==> config.mk <==
export PLATFORM = sky130hd
export DESIGN_NAME = fol_offset_loader
export DESIGN_NICKNAME = d
export VERILOG_FILES = /design/src/rtl/fol_pkg.sv /design/src/rtl/fol_serial_ctrl.sv /design/src/rtl/fol_par_ctrl.sv /design/src/rtl/fol_offset_store.sv /design/src/rtl/fol_offset_loader.sv
export SDC_FILE = /design/constraint.sdc
export NUM_CORES = 1
export LEC_CHECK = 0
export ABC_AREA = 1
export ABC_CLOCK_PERIOD_IN_PS = 1700
export BUFFER_PORTS_ARGS = -buffer_cell sky130_fd_sc_hd__buf_2
export CORE_MARGIN = 1
export CORE_UTILIZATION = 25
export DETAILED_ROUTE_END_ITERATION = 7
export PLACE_DENSITY = 0.49
export SETUP_SLACK_MARGIN = 0.4
export SLEW_MARGIN = 25
export SYNTH_ARGS = -nofsm -noshare
export SYNTH_HDL_FRONTEND = slang
export SYNTH_SLANG_ARGS = --single-unit
==> constraint.sdc <==
create_clock -name clk -period 1.7 [get_ports clk]
set_clock_uncertainty 0.1 [all_clocks]
set_input_delay 0.17 -clock clk [delete_from_list [all_inputs] [get_ports clk]]
set_output_delay 0.17 -clock clk [all_outputs]
set_load 0.05 [all_outputs]
==> src/rtl/fol_pkg.sv <==
package fol_pkg;

  localparam int unsigned NUM_OFFSETS = 4;

  typedef enum logic [1:0] {
    PICK_D8   = 2'd0,
    PICK_D16  = 2'd1,
    PICK_D64  = 2'd2,
    PICK_PROG = 2'd3
  } pick_code_e;

  // Preset value for a pick code; the programmed code starts from zero.
  function automatic int unsigned preset_value(pick_code_e c);
    case (c)
      PICK_D8:  return 8;
      PICK_D16: return 16;
      PICK_D64: return 64;
      default:  return 0;
    endcase
  endfunction

  function automatic bit loads_preset(pick_code_e c);
    return c != PICK_PROG;
  endfunction

  // Number of serial bits needed to fill every offset.
  function automatic int unsigned serial_total(int unsigned w);
    return NUM_OFFSETS * w;
  endfunction

endpackage

==> src/rtl/fol_serial_ctrl.sv <==
module fol_serial_ctrl #(
  parameter int unsigned TOTAL = 40
) (
  input  logic clk,
  input  logic mrst_n,
  input  logic arm,
  input  logic sen,
  output logic shift_fire,
  output logic last_fire
);
  localparam int unsigned CNT_W = $clog2(TOTAL + 1);

  logic [CNT_W-1:0] bit_cnt_q;

  assign shift_fire = arm && sen;
  assign last_fire  = shift_fire && (bit_cnt_q == CNT_W'(TOTAL - 1));

  always_ff @(posedge clk) begin
    if (!mrst_n)         bit_cnt_q <= '0;
    else if (shift_fire) bit_cnt_q <= bit_cnt_q + CNT_W'(1);
  end

  AST_SER_CNT_RANGE: assert property (@(posedge clk) disable iff (!mrst_n)
    bit_cnt_q <= CNT_W'(TOTAL));
  AST_SER_STEP: assert property (@(posedge clk) disable iff (!mrst_n)
    shift_fire |=> bit_cnt_q == $past(bit_cnt_q) + CNT_W'(1));
  AST_SER_IDLE: assert property (@(posedge clk) disable iff (!mrst_n)
    !shift_fire |=> $stable(bit_cnt_q));

endmodule

==> src/rtl/fol_par_ctrl.sv <==
module fol_par_ctrl #(
  parameter int unsigned NOFF = 4,
  localparam int unsigned SLOT_W = (NOFF > 1) ? $clog2(NOFF) : 1
) (
  input  logic              clk,
  input  logic              mrst_n,
  input  logic              arm,
  input  logic              wr_en,
  output logic              wr_fire,
  output logic              last_fire,
  output logic [SLOT_W-1:0] slot
);
  localparam int unsigned IDX_W = $clog2(NOFF + 1);

  logic [IDX_W-1:0] idx_q;

  assign wr_fire   = arm && wr_en;
  assign last_fire = wr_fire && (idx_q == IDX_W'(NOFF - 1));
  assign slot      = idx_q[SLOT_W-1:0];

  always_ff @(posedge clk) begin
    if (!mrst_n)      idx_q <= '0;
    else if (wr_fire) idx_q <= idx_q + IDX_W'(1);
  end

  AST_PAR_IDX_RANGE: assert property (@(posedge clk) disable iff (!mrst_n)
    idx_q <= IDX_W'(NOFF));
  AST_PAR_STEP: assert property (@(posedge clk) disable iff (!mrst_n)
    wr_fire |=> idx_q == $past(idx_q) + IDX_W'(1));

endmodule

==> src/rtl/fol_offset_store.sv <==
module fol_offset_store #(
  parameter int unsigned OFF_W = 10,
  parameter int unsigned NOFF  = 4,
  localparam int unsigned SLOT_W = (NOFF > 1) ? $clog2(NOFF) : 1
) (
  input  logic                    clk,
  input  logic                    mrst_n,
  input  logic [OFF_W-1:0]        init_val,
  input  logic                    shift_fire,
  input  logic                    sdin,
  input  logic                    wr_fire,
  input  logic [SLOT_W-1:0]       wr_slot,
  input  logic [OFF_W-1:0]        wr_data,
  output logic [NOFF*OFF_W-1:0]   offs_flat
);
  logic [NOFF-1:0][OFF_W-1:0] slot_q;
  logic [NOFF-1:0]            feed;

  // Serial chain: each slot takes the top bit of the next; the last takes the pin.
  for (genvar i = 0; i < NOFF; i++) begin : g_feed
    if (i == NOFF - 1) begin : g_tail
      assign feed[i] = sdin;
    end else begin : g_link
      assign feed[i] = slot_q[i+1][OFF_W-1];
    end
  end

  always_ff @(posedge clk) begin
    for (int i = 0; i < NOFF; i++) begin
      if (!mrst_n)
        slot_q[i] <= init_val;
      else if (shift_fire)
        slot_q[i] <= {slot_q[i][OFF_W-2:0], feed[i]};
      else if (wr_fire && (wr_slot == SLOT_W'(i)))
        slot_q[i] <= wr_data;
    end
  end

  assign offs_flat = slot_q;

  AST_STORE_QUIET: assert property (@(posedge clk) disable iff (!mrst_n)
    (!shift_fire && !wr_fire) |=> $stable(slot_q));
  AST_STORE_ONE_PATH: assert property (@(posedge clk) disable iff (!mrst_n)
    !(shift_fire && wr_fire));

endmodule

==> src/rtl/fol_offset_loader.sv <==
module fol_offset_loader
  import fol_pkg::*;
#(
  parameter int unsigned OFF_W = 10
) (
  input  logic             clk,
  input  logic             mrst_n,
  input  logic             prst_n,
  input  logic             par_mode,
  input  logic             pick_lo,
  input  logic             pick_hi,
  input  logic             wr_en,
  input  logic [OFF_W-1:0] wr_data,
  output logic [OFF_W-1:0] ae_off_a,
  output logic [OFF_W-1:0] af_off_a,
  output logic [OFF_W-1:0] ae_off_b,
  output logic [OFF_W-1:0] af_off_b,
  output logic             done
);
  localparam int unsigned NOFF   = NUM_OFFSETS;
  localparam int unsigned TOTAL  = serial_total(OFF_W);
  localparam int unsigned SLOT_W = $clog2(NOFF);

  pick_code_e             pick_code;
  logic [OFF_W-1:0]       init_val;
  logic                   mode_par_q;
  logic                   done_q;
  logic                   load_arm;
  logic                   ser_arm, par_arm;
  logic                   ser_fire, ser_last;
  logic                   par_fire, par_last;
  logic [SLOT_W-1:0]      par_slot;
  logic [NOFF*OFF_W-1:0]  offs_flat;

  assign pick_code = pick_code_e'({pick_hi, pick_lo});
  assign init_val  = OFF_W'(preset_value(pick_code));

  // Loading runs only while incomplete and not held by partial reset.
  assign load_arm = !done_q && prst_n;
  assign ser_arm  = load_arm && !mode_par_q;
  assign par_arm  = load_arm &&  mode_par_q;

  always_ff @(posedge clk) begin
    if (!mrst_n) begin
      mode_par_q <= par_mode;
      done_q     <= loads_preset(pick_code);
    end else if (ser_last || par_last) begin
      done_q     <= 1'b1;
    end
  end

  fol_serial_ctrl #(.TOTAL(TOTAL)) u_ser (
    .clk        (clk),
    .mrst_n     (mrst_n),
    .arm        (ser_arm),
    .sen        (pick_hi),
    .shift_fire (ser_fire),
    .last_fire  (ser_last)
  );

  fol_par_ctrl #(.NOFF(NOFF)) u_par (
    .clk       (clk),
    .mrst_n    (mrst_n),
    .arm       (par_arm),
    .wr_en     (wr_en),
    .wr_fire   (par_fire),
    .last_fire (par_last),
    .slot      (par_slot)
  );

  fol_offset_store #(.OFF_W(OFF_W), .NOFF(NOFF)) u_store (
    .clk        (clk),
    .mrst_n     (mrst_n),
    .init_val   (init_val),
    .shift_fire (ser_fire),
    .sdin       (pick_lo),
    .wr_fire    (par_fire),
    .wr_slot    (par_slot),
    .wr_data    (wr_data),
    .offs_flat  (offs_flat)
  );

  assign ae_off_a = offs_flat[0*OFF_W +: OFF_W];
  assign af_off_a = offs_flat[1*OFF_W +: OFF_W];
  assign ae_off_b = offs_flat[2*OFF_W +: OFF_W];
  assign af_off_b = offs_flat[3*OFF_W +: OFF_W];
  assign done     = done_q;

  AST_DONE_STICKY: assert property (@(posedge clk) disable iff (!mrst_n)
    done |=> done);
  AST_FROZEN_AFTER_DONE: assert property (@(posedge clk) disable iff (!mrst_n)
    done |=> $stable(offs_flat));
  AST_PRST_FREEZE: assert property (@(posedge clk) disable iff (!mrst_n)
    !prst_n |=> ($stable(offs_flat) && $stable(done)));
  AST_MODE_HELD: assert property (@(posedge clk) disable iff (!mrst_n)
    1'b1 |=> $stable(mode_par_q));
  AST_SINGLE_PATH: assert property (@(posedge clk) disable iff (!mrst_n)
    !(ser_fire && par_fire));

endmodule

==> PnR_summary.wiki <==
{| class="wikitable"
! Metric !! Value
|-
| Clock latency at the later pin of the worst-skew pair || 0.31 ns
|-
| Largest net degree at the start of global routing || 29
|-
| DR DRC count || 0
|-
| Total global-route track usage || 0.137
|-
| Clock tree from TritonCTS || done
|-
| Number of nets at the end of the flow || 358
|-
| Fraction of synthesized cell area taken by the top area cell type || 0.531
|-
| Final global-route overflow total || 0
|-
| Slew HR || 0.813
|-
| Vias in the first global route || 1851
|-
| Hold Fails Final Rpt || 0
|-
| Fill cell count || 949
|-
| Post-Synthesis Cell Area || 2380 um^2
|-
| Area contributors post-synth || edfxtp_1, nand2_1, dfxtp_1, a21oi_1, ha_1
|-
| Die span in x || 99.5 um
|-
| Placer Congestion || 0.761
|-
| Worst reg2reg setup slack || 0.13 ns
|-
| Warnings from Yosys || 0
|-
| Placed wire-length estimate || 4.36 mm
|-
| Critical path capture point type || flop
|-
| Vertical die dimension || 99.5 um
|-
| Crit path buffers/inverters || 3
|-
| Lkg Pwr || 1.42 nW
|-
| Worst path max stage delay || 0.44 ns
|-
| Initial antenna violation count || 0
|-
| FF+latch count, synth || 51
|-
| First-pass GRT wire length || 10.1 mm
|-
| IO buf count || 57
|-
| Clock buffers created by TritonCTS || 5
|-
| Met1 layer usage reported by global route || 0.193
|-
| List of cells traversed by the critical path || inv_1 -> nand2_2 -> nor2_4 -> buf_12 -> nor2_4 -> buf_12 -> nand2_8
|-
| Starting Density || 0.257
|-
| Number of ports placed on the die boundary || 58
|-
| Post-route ant nets || 0
|-
| Slowest cell on the critical path || edfxtp_1
|-
| Critical path type || reg2reg
|-
| CTS max path bufs || 2
|-
| Final setup violation count || 0
|-
| Average via count per standard cell || 4.34
|-
| Mean area per synthesized cell || 9.18 um^2
|-
| Max-cap violations || 0
|-
| Number of sinks handled by clock tree synthesis || 51
|-
| Crit path arrival time || 1.50 ns
|-
| Synthesized net count || 282
|-
| Final number of max-transition violations || 0
|-
| Deepest level of the CTS H-tree || 2
|-
| GR Layer Usage met2 || 0.212
|-
| Aggregate routed wire length || 6.75 mm
|-
| Synthesis-to-layout area growth || 41.7%
|-
| Placeable core region || 9240 um^2
|-
| Largest area contributor in the netlist || edfxtp_1
|-
| Setup TNS after final layout || 0 ns
|-
| Minimum period implied by the final worst setup slack || 1.57 ns
|-
| Commonest cells after routing, fill and taps aside || nand2_1, buf_2, edfxtp_1, a21oi_1, inv_1
|-
| Number of standard-cell rows in the floorplan || 35
|-
| Setup WS post-layout || 0.129 ns
|-
| Synth unique cells || 18
|-
| Placement Setup Slack || 0.0871 ns
|-
| Drt first-iter violations || 100
|-
| Post-DP Area || 2860 um^2
|-
| Worst Path Max Fanout || 8
|-
| Total inserted antenna cells || 0
|-
| Final instance area || 3370 um^2
|-
| Via total after detailed routing || 2019
|-
| Final instance count without filler cells || 465
|-
| Required time of the critical path || 1.63 ns
|-
| Kind of path behind the tightest hold check || in2reg
|-
| Maximum clock rate || 636 MHz
|-
| Met3 demand-to-capacity share in global routing || 0.0295
|-
| Unrepaired setup endpoints after global routing || true
|-
| Largest vdd supply drop || 0.383 mV
|-
| Slew at the pin closest to its max-slew limit || 0.280 ns
|-
| Die area || 9900 um^2
|-
| Cell family with most CP delay || flip-flops
|-
| Share of synthesized area occupied by flip-flops and latches || 0.606
|-
| Period utilisation layout || 0.924
|-
| Synthesized instance count || 259
|-
| Outcome || finished, final reports clean
|-
| Post-DR wirelength/cell || 14.5 um
|-
| Kind of start point of the critical path || flop
|-
| Clk pin slew, worst setup/hold paths || 0.10 ns
|-
| Root Buffer || clkbuf_8
|-
| Total power consumption of the routed design || 0.00291 W
|-
| Initial DRT Pass Iterations || 4
|-
| Leading cell type in the layout, fill and taps excluded || nand2_1
|-
| Gr busiest metal || met2
|-
| Total power per unit cell area || 865 nW/um^2
|-
| Total instance count after detailed placement || 441
|-
| Layout cell share with drive strength beyond 1 || 0.354
|}
## through the flow
stage	hold WS, ns	utilization
2_1_floorplan	0.169	-
3_3_place_gp	0.270	0.310
3_5_place_dp	0.270	0.310
4_1_cts	0.0629	0.345
5_1_grt	0.0845	0.365
6_report	0.0758	0.365
## routing by layer
| metal | share of wire | routed length (um) |
|---|---|---|
| met1 | 0.49 | 3270 |
| met2 | 0.45 | 3060 |
| met3 | 0.047 | 314 |
| met4 | 0.014 | 95 |
| met5 | 0 | 0 |
## timing repair
item,4_1_cts,5_1_grt
gates resized for setup,25,27
hold buffers,1,0
buffers inserted,3,6
setup endpoints to repair,89,94
pin swaps,8,7
gates cloned,4,2
endpoints found under the hold margin,1,0
## where the power goes
group	internal, W	switching (W)	total, W
Combinational	0.000142	0.000416	0.000558
Clock	0.000440	0.000428	0.000868
Sequential	0.00144	0.0000477	0.00149
Total	0.00202	0.000892	0.00291
## kinds of logic after synthesis
| group | synth area share |
|---|---|
| AOI/OAI and AO/OA | 0.0821 |
| adders and majority gates | 0.0316 |
| buffers and inverters | 0.0574 |
| DFF | 0.606 |
| and+or+nand+nor | 0.223 |
## worst register-to-register path: stages, from the launching register on
cell and delay [ns]:
edfxtp_1 0.44, inv_1 0.10, nand2_2 0.06, nor2_4 0.12
buf_12 0.14, nor2_4 0.04, buf_12 0.18, nand2_8 0.12
## layout make-up
class / instances / area (um^2) / area share
Clock buffer: 5 / 68.8 / 0.0204
Clock inverter: 3 / 42.5 / 0.0126
Inverter: 17 / 65.1 / 0.0193
Multi-Input combinational cell: 184 / 1050 / 0.313
Sequential cell: 51 / 1440 / 0.428
Tap cell: 129 / 161 / 0.0479
Timing Repair Buffer: 76 / 534 / 0.159
## cell usage after synthesis
cell type,count
nand2_1,110
edfxtp_1,42
a21oi_1,33
inv_1,15
nor2_1,12
dfxtp_1,9
nand3_1,7
ha_1,6
o21ai_0,6
clkbuf_1,4
nand4_1,4
buf_6,3
buf_4,2
clkinv_1,2
buf_1,1
buf_2,1
nand2_2,1
nor3_1,1
## worst paths after layout
kind	start	end	cells after the start
worst max-delay path	mode_par_q	u_store.offs_flat[13]	7
worst min-delay path	pick_hi	done	2
worst max register to register	mode_par_q	u_store.offs_flat[13]	7
worst min register to register	u_ser.bit_cnt_q[0]	u_ser.bit_cnt_q[0]	2
## sequential cells by signal, summed over array words and instances (netlist names)
signal             flops
u_store.offs_flat     40
u_ser.bit_cnt_q        6
u_par.idx_q            3
done                   1
mode_par_q             1
No activity file was read; power rests on OpenSTA's default activity.
